`config.mk`:
```
export PLATFORM = sky130hd
export DESIGN_NAME = uart_modem_status
export DESIGN_NICKNAME = d
export VERILOG_FILES = /design/src/rtl/msr_pkg.sv /design/src/rtl/msr_sync.sv /design/src/rtl/msr_change_det.sv /design/src/rtl/msr_flags.sv /design/src/rtl/uart_modem_status.sv
export SDC_FILE = /design/constraint.sdc
export NUM_CORES = 1
export LEC_CHECK = 0
export ABC_AREA = 1
export ABC_CLOCK_PERIOD_IN_PS = 1950
export BUFFER_PORTS_ARGS = -buffer_cell sky130_fd_sc_hd__buf_2
export CAP_MARGIN = 5
export CORE_AREA = 2 2 40 42
export DETAILED_ROUTE_END_ITERATION = 12
export DIE_AREA = 0 0 42 44
export PLACE_DENSITY_LB_ADDON = 0.3
export SLEW_MARGIN = 15
export SYNTH_ARGS = -nofsm -noshare
export SYNTH_HDL_FRONTEND = slang
export SYNTH_HIERARCHICAL = 1
export SYNTH_SLANG_ARGS = --single-unit
```
`constraint.sdc`:
```
create_clock -name clk -period 1.95 [get_ports clk]
set_input_delay 0.0975 -clock clk [delete_from_list [all_inputs] [get_ports clk]]
set_output_delay 0.0975 -clock clk [all_outputs]
set_load 0.03 [all_outputs]
```
`src/rtl/msr_pkg.sv`:
```
package msr_pkg;
  localparam int LINES    = 4;
  localparam int IDX_CTS  = 0;
  localparam int IDX_DSR  = 1;
  localparam int IDX_RI   = 2;
  localparam int IDX_DCD  = 3;

  // Event for one line: ring uses falling active-high level, others any change
  function automatic logic line_event(input logic prev_lvl, input logic cur_lvl,
                                      input logic falling_only);
    if (falling_only) return prev_lvl & ~cur_lvl;
    return prev_lvl ^ cur_lvl;
  endfunction

  function automatic logic [7:0] pack_status(input logic [LINES-1:0] lvl,
                                             input logic [LINES-1:0] flg);
    return {lvl, flg};
  endfunction
endpackage

```
`src/rtl/msr_sync.sv`:
```
module msr_sync #(
  parameter int WIDTH  = 4,
  parameter int STAGES = 2
) (
  input  logic             clk,
  input  logic             rst_n,
  input  logic [WIDTH-1:0] d,
  output logic [WIDTH-1:0] q
);
  logic [WIDTH-1:0] stage_q [STAGES];

  for (genvar s = 0; s < STAGES; s++) begin : g_stage
    always_ff @(posedge clk or negedge rst_n) begin
      if (!rst_n)
        stage_q[s] <= '1;
      else if (s == 0)
        stage_q[s] <= d;
      else
        stage_q[s] <= stage_q[(s == 0) ? 0 : s-1];
    end
  end

  assign q = stage_q[STAGES-1];
endmodule

```
`src/rtl/msr_change_det.sv`:
```
module msr_change_det
  import msr_pkg::*;
#(
  parameter int WIDTH     = 4,
  parameter int RING_IDX  = 2,
  parameter int ARM_DEPTH = 3
) (
  input  logic             clk,
  input  logic             rst_n,
  input  logic [WIDTH-1:0] lvl,
  output logic [WIDTH-1:0] evt,
  output logic             armed
);
  logic [ARM_DEPTH-1:0] arm_q;
  logic [WIDTH-1:0]     prev_q;

  always_ff @(posedge clk or negedge rst_n) begin
    if (!rst_n) begin
      arm_q  <= '0;
      prev_q <= '0;
    end else begin
      arm_q  <= {arm_q[ARM_DEPTH-2:0], 1'b1};
      prev_q <= lvl;
    end
  end

  assign armed = arm_q[ARM_DEPTH-1];

  for (genvar i = 0; i < WIDTH; i++) begin : g_line
    localparam bit FALL_ONLY = (i == RING_IDX);
    assign evt[i] = armed & line_event(prev_q[i], lvl[i], FALL_ONLY);
  end
endmodule

```
`src/rtl/msr_flags.sv`:
```
module msr_flags #(
  parameter int WIDTH = 4
) (
  input  logic             clk,
  input  logic             rst_n,
  input  logic [WIDTH-1:0] evt,
  input  logic             clr,
  output logic [WIDTH-1:0] flags
);
  logic [WIDTH-1:0] flags_q;

  always_ff @(posedge clk or negedge rst_n) begin
    if (!rst_n) flags_q <= '0;
    else        flags_q <= (clr ? '0 : flags_q) | evt;
  end

  assign flags = flags_q;


  rd_clear_chk: assert property (@(posedge clk) disable iff (!rst_n)
    (clr && evt == '0) |=> flags_q == '0);


  sticky_hold_chk: assert property (@(posedge clk) disable iff (!rst_n)
    !clr |=> (flags_q & $past(flags_q)) == $past(flags_q));
endmodule

```
`src/rtl/uart_modem_status.sv`:
```
module uart_modem_status
  import msr_pkg::*;
#(
  parameter int SYNC_STAGES = 2
) (
  input  logic             clk,
  input  logic             rst_n,
  input  logic [LINES-1:0] modem_n_in,
  input  logic             loop_en,
  input  logic [LINES-1:0] loop_src,
  input  logic             rd_stb,
  input  logic             ms_irq_en,
  output logic [7:0]       rd_data,
  output logic             ms_irq
);
  localparam int ARM_DEPTH = SYNC_STAGES + 1;

  logic [LINES-1:0] pin_sync;
  logic [LINES-1:0] line_lvl;
  logic [LINES-1:0] line_evt;
  logic [LINES-1:0] delta_q;
  logic             det_armed;

  msr_sync #(.WIDTH(LINES), .STAGES(SYNC_STAGES)) u_sync (
    .clk(clk), .rst_n(rst_n), .d(modem_n_in), .q(pin_sync));

  assign line_lvl = loop_en ? loop_src : ~pin_sync;

  msr_change_det #(.WIDTH(LINES), .RING_IDX(IDX_RI), .ARM_DEPTH(ARM_DEPTH)) u_det (
    .clk(clk), .rst_n(rst_n), .lvl(line_lvl), .evt(line_evt), .armed(det_armed));

  msr_flags #(.WIDTH(LINES)) u_flags (
    .clk(clk), .rst_n(rst_n), .evt(line_evt), .clr(rd_stb), .flags(delta_q));

  assign rd_data = pack_status(line_lvl, delta_q);
  assign ms_irq  = ms_irq_en & (|delta_q);


  dcts_change_chk: assert property (@(posedge clk) disable iff (!rst_n)
    $rose(delta_q[IDX_CTS]) |-> $past(line_lvl[IDX_CTS]) != $past(line_lvl[IDX_CTS], 2));


  teri_fall_chk: assert property (@(posedge clk) disable iff (!rst_n)
    $rose(delta_q[IDX_RI]) |-> (!$past(line_lvl[IDX_RI]) && $past(line_lvl[IDX_RI], 2)));


  quiet_start_chk: assert property (@(posedge clk) disable iff (!rst_n)
    !det_armed |=> delta_q == '0);
endmodule

```
# Word-level counts from Yosys, hierarchy flattened
# Cells that the tools add are included.
[word_totals]
register_bits = 19
word_cells = 20
in_bits = 13
output_inout_bits = 9
[classes]
reduce_logical = 1
mux = 2
bitwise_logic = 12
[ops]
columns = ["op", "n"]
rows = [
  ["4-bit 2-to-1 mux", 2],
  ["1-bit AND", 6],
  ["4-bit NOT", 1],
  ["4-bit OR", 1],
  ["4-bit OR reduction", 1],
  ["1-bit XOR", 3],
  ["1-bit NOT", 1],
]

# Longest topological paths before layout
[logic_depth]
word_depth = 6
ltp_mapped = 7
mapped_depth_nobuf = 7

# By module
# Netlist, hierarchy kept.
[modules_own_cells]
columns = ["module", "area_each_um2", "cells_each", "n_inst", "seq_area_each_um2"]
rows = [
  ["msr_sync", 240.2, 12, 1, 210.2],
  ["msr_change_det", 231.5, 22, 1, 175.2],
  ["msr_flags", 148.9, 17, 1, 100.1],
  ["uart_modem_status", 51.3, 12, 1, 0.0],
]

# Worst setup path before layout
# Ideal clock, no wire load.
[synth_path]
path_kind = "register to register"
start = "reg u_sync.stage_q, in the netlist u_sync/q[1]"
end = "reg u_flags.flags_q[1], in the netlist u_flags/flags[1]"
stages_incl_launch_ff = 8
t_arrival_ns = 1.587
setup_ns = 0.118
period_less_slack_ns = 1.705
t_required_ns = 1.832
slack_ns = 0.245
n_path_buf = 1
cell_sequence = "dfstp_2 -> buf_4 -> o21ai_0 -> nand2_1 -> nand2_1 -> nor2_1 -> inv_1 -> nand2_1"
[synth_via]
elab_chain_cells = 5
[synth_rtl]
columns = ["element", "line_no", "rtl"]
rows = [
  ["start: declaration", "msr_sync.sv:10", "logic [WIDTH-1:0] stage_q [STAGES];"],
  ["start signal: indexed assignment", "msr_sync.sv:19", "stage_q[s] <= stage_q[(s == 0) ? 0 : s-1];"],
  ["4-bit NOT", "uart_modem_status.sv:27", "assign line_lvl = loop_en ? loop_src : ~pin_sync;"],
  ["4-bit 2-to-1 mux", "uart_modem_status.sv:27", ""],
  ["net rd_data[5]", "uart_modem_status.sv:13", "output logic [7:0] rd_data,"],
  ["1-bit XOR", "msr_pkg.sv:12", "return prev_lvl ^ cur_lvl;"],
  ["1-bit AND", "msr_change_det.sv:31", "assign evt[i] = armed & line_event(prev_q[i], lvl[i], FALL_ONLY);"],
  ["net line_evt[1]", "uart_modem_status.sv:20", "logic [LINES-1:0] line_evt;"],
  ["4-bit OR", "msr_flags.sv:14", "else flags_q <= (clr ? '0 : flags_q) | evt;"],
  ["end signal: assignment", "msr_flags.sv:14", ""],
  ["end: declaration", "msr_flags.sv:10", "logic [WIDTH-1:0] flags_q;"],
]
# The timed path passes the listed nets, and every way through them passes these cells.

# Worst setup path after layout
[layout_path]
start = "reg u_sync.stage_q, in the netlist u_sync/q[1]"
end = "out rd_data[5]"
[layout_via]
elab_chain_cells = 2
[layout_rtl]
columns = ["element", "line_no"]
rows = [
  ["4-bit NOT", "uart_modem_status.sv:27"],
  ["4-bit 2-to-1 mux", "uart_modem_status.sv:27"],
  ["end: declaration", "uart_modem_status.sv:13"],
]
# Every way passes these cells.

==> out/metrics.csv <==
stage,metric,value,unit
clocking,cts-root-buf,clkbuf_4,
worst_setup_path,crit_type,register to output pin,
timing,report.final.slew_viol_count,0,
clocking,cts_inserted_buffers,3,
layout,drive_gt1_frac,0.3708,
routing,route.detailed.drc,0,
timing,rsz0062_at_grt,no,
clocking,numClockSinks,19,
placed_design,placed_cell_area,767.0,sq um
synthesis,syn_area,671.9,sq um
worst_hold_path,worstHoldPathType,primary input to register,
power,peakVddDrop,0.5639,mV
outcome,status,finished clean,
global_routing,antenna_found_initial,0,
routing,routed_via_density,4.276,
synthesis,synth.distinct_cells,10,
synthesis,synth_top_area_cell,dfrtp_1,
floorplanning,core-area,0.001419,sq mm
synthesis,synth_commonest_cells,"nand2_1 (19), dfrtp_1 (11), nor2_1 (9)",
routing,drt_pre_antenna_iters,4,
synthesis,synthAdderAreaFrac,0,
global_routing,gr-total-overflow,0,
power,finalPower,0.7466,mW
synthesis,yosys.area_share.simple,0.1564,
global_routing,grt_max_degree,20,
power,power_leakage,0.4386,nW
worst_setup_path,path_cells,o21ai_0 > buf_2,
worst_setup_path,worstPathRequired,1.85,ns
synthesis,syn_nets,76,
clocking,ctsResizeCount,0,
global_routing,grt_pass1_vias,451,
synthesis,synthMuxAreaShare,0,
layout,n_fill_cell,121,
worst_setup_path,critPathLaunchType,register,
placed_design,gp_congestion,0.6667,
timing,fin_crit,1.380,ns
layout,diodes,0,
placed_design,port_buffers,21,
timing,finalHoldViolCount,0,
floorplanning,io_pins,22,
layout,nNetsFinal,103,
timing,post-route-period-util,0.7079,
routing,drtAntennaViolNets,0,
synthesis,synth_seq_area_share,0.7225,
job,max-cap-violations,0,
layout,fin_area,843.3,sq um
clocking,cts_max_level,1,
worst_setup_path,critPathBufInv,1,
floorplanning,start_util,0.4735,
synthesis,synth_xor_area_frac,0,
floorplanning,dieArea,0.001848,sq mm
synthesis,yosysMostFrequentCell,nand2_1,
timing,setup_tns,0,ns
worst_setup_path,critPathSlowestCell,dfstp_2,
global_routing,grt_first_pass_wirelength,1690,microns
routing,drt_wl_total,1003,microns
synthesis,synth-seq-cells,19,
layout,final_util,0.5944,
worst_setup_path,rrSetupSlack,0.85,ns
clocking,clock_latency,0.28,ns
synthesis,ys.flop_type,dfrtp_1,
synthesis,synthArstFlopShare,1.000,
worst_setup_path,cp_top_family,flip-flops,
floorplanning,die_w,42,microns
synthesis,synth_compound_area_frac,0.03724,
synthesis,postSynthAreaPerCell,10.66,sq um
synthesis,synth_edf_count,0,
floorplanning,die_y,44,microns
synthesis,synth_top_area_frac,0.4097,
global_routing,grt_usage,0.1293,
worst_setup_path,worst-path-max-fanout,4,
worst_setup_path,max_stage_delay,0.37,ns
synthesis,synth_cells,63,
synthesis,yosys-top-cells-area,"dfrtp_1 (41%), dfstp_2 (31%), nand2_1 (11%)",
floorplanning,rows,14,
worst_setup_path,cp-end-kind,output pin,
timing,setup_violations,0,
routing,wire_per_inst,9.552,microns
layout,syn_to_final_growth,25.51,%
routing,vias,449,
clocking,cts_tree,done,
timing,max_freq,0.7244,GHz
clocking,cts.path.max_buffers,2,
worst_setup_path,crit_arrival,1.28,ns
timing,fin_skew,0.002973,ns
synthesis,yosys_warnings,6,
power,powerDensity,885.3,mW/mm^2
routing,drt-initial-drc-count,8,
placed_design,dp_hpwl,724.1,microns
synthesis,synth_top_family_by_area,simple AND/OR/NAND/NOR gates,
clocking,cts.clk_slew.worst_paths,0.10,ns
cells by family after synthesis:
logic type / count (synthesis)
AND/OR/NAND/NOR: 28
flip-flops: 19
buffers and inverters: 10
AO/OA/AOI/OAI: 5
other: 1
flip-flops by register name (all words and copies together) (netlist names):
register,count
u_det/prev_q,4
u_sync/stage_q,4
u_sync/q,4
u_flags/flags,4
u_det/arm_q,3
stage by stage:
step           cells  hold slack (ns)  setup WS, ns
2_1_floorplan     63          -0.1981        0.2448
3_3_place_gp      96          0.04976        0.8930
3_5_place_dp      96          0.04629        0.8838
4_1_cts          105          0.04392        0.5768
5_1_grt          105          0.05924        0.4724
6_report         105          0.05607        0.5695
power breakdown:
group          internal, mW  switching, mW
Combinational        0.0406         0.0776
Clock                0.0794          0.108
Sequential            0.428         0.0130
Total                 0.548          0.198
what timing repair did:
item / in CTS / in global routing
setup buffers: 0 / 0
setup endpoints to repair: 0 / 0
hold buffers: 5 / 0
endpoints found under the hold margin: 15 / 0
worst min-delay path, cell delays in order:
cell	delay, ns
buf_2	0.08
inv_2	0.04
nand2_1	0.05
nand2_1	0.04
final cells by class:
class,instances,area [sq um],area share
multi-input combinational,34,133.9,0.1588
sequential,19,485.5,0.5757
timing repair buffer,26,155.1,0.1840
inverter,6,22.52,0.02671
tap,16,20.02,0.02374
clock buffer,4,26.28,0.03116
layout by cell type (no fill, tap or decap), drive strengths merged:
cell type,netlist,final
clkbuf,0,4
inv,6,6
o21ai,4,4
nor2,9,9
dfrtp,11,11
buf,4,21
nand2,19,19
dlygate4sd3,0,5
a21oi,1,1
dfstp,8,8
conb,1,1
metal layers:
layer,up-vias,GRT usage,share of wire
met4,0,0.09677,0.011
met3,2,0.04167,0.067
met5,-,0,0
li1,235,-,-
met2,17,0.2344,0.50
met1,195,0.1209,0.42
path summary, 6_finish.rpt:
check / from / to / depth (start not counted)
min in group asynchronous: rst_n / u_det/arm_q[2] / 2
max reg2reg: u_sync/q[1] / u_flags/flags[1] / 6
max in group asynchronous: rst_n / u_sync/q[0] / 2
min: rd_stb / u_flags/flags[0] / 4
max: u_sync/q[1] / rd_data[5] / 2
min reg2reg: u_det/arm_q[1] / u_det/arm_q[2] / 0
Power figures use the tool's default switching activity.
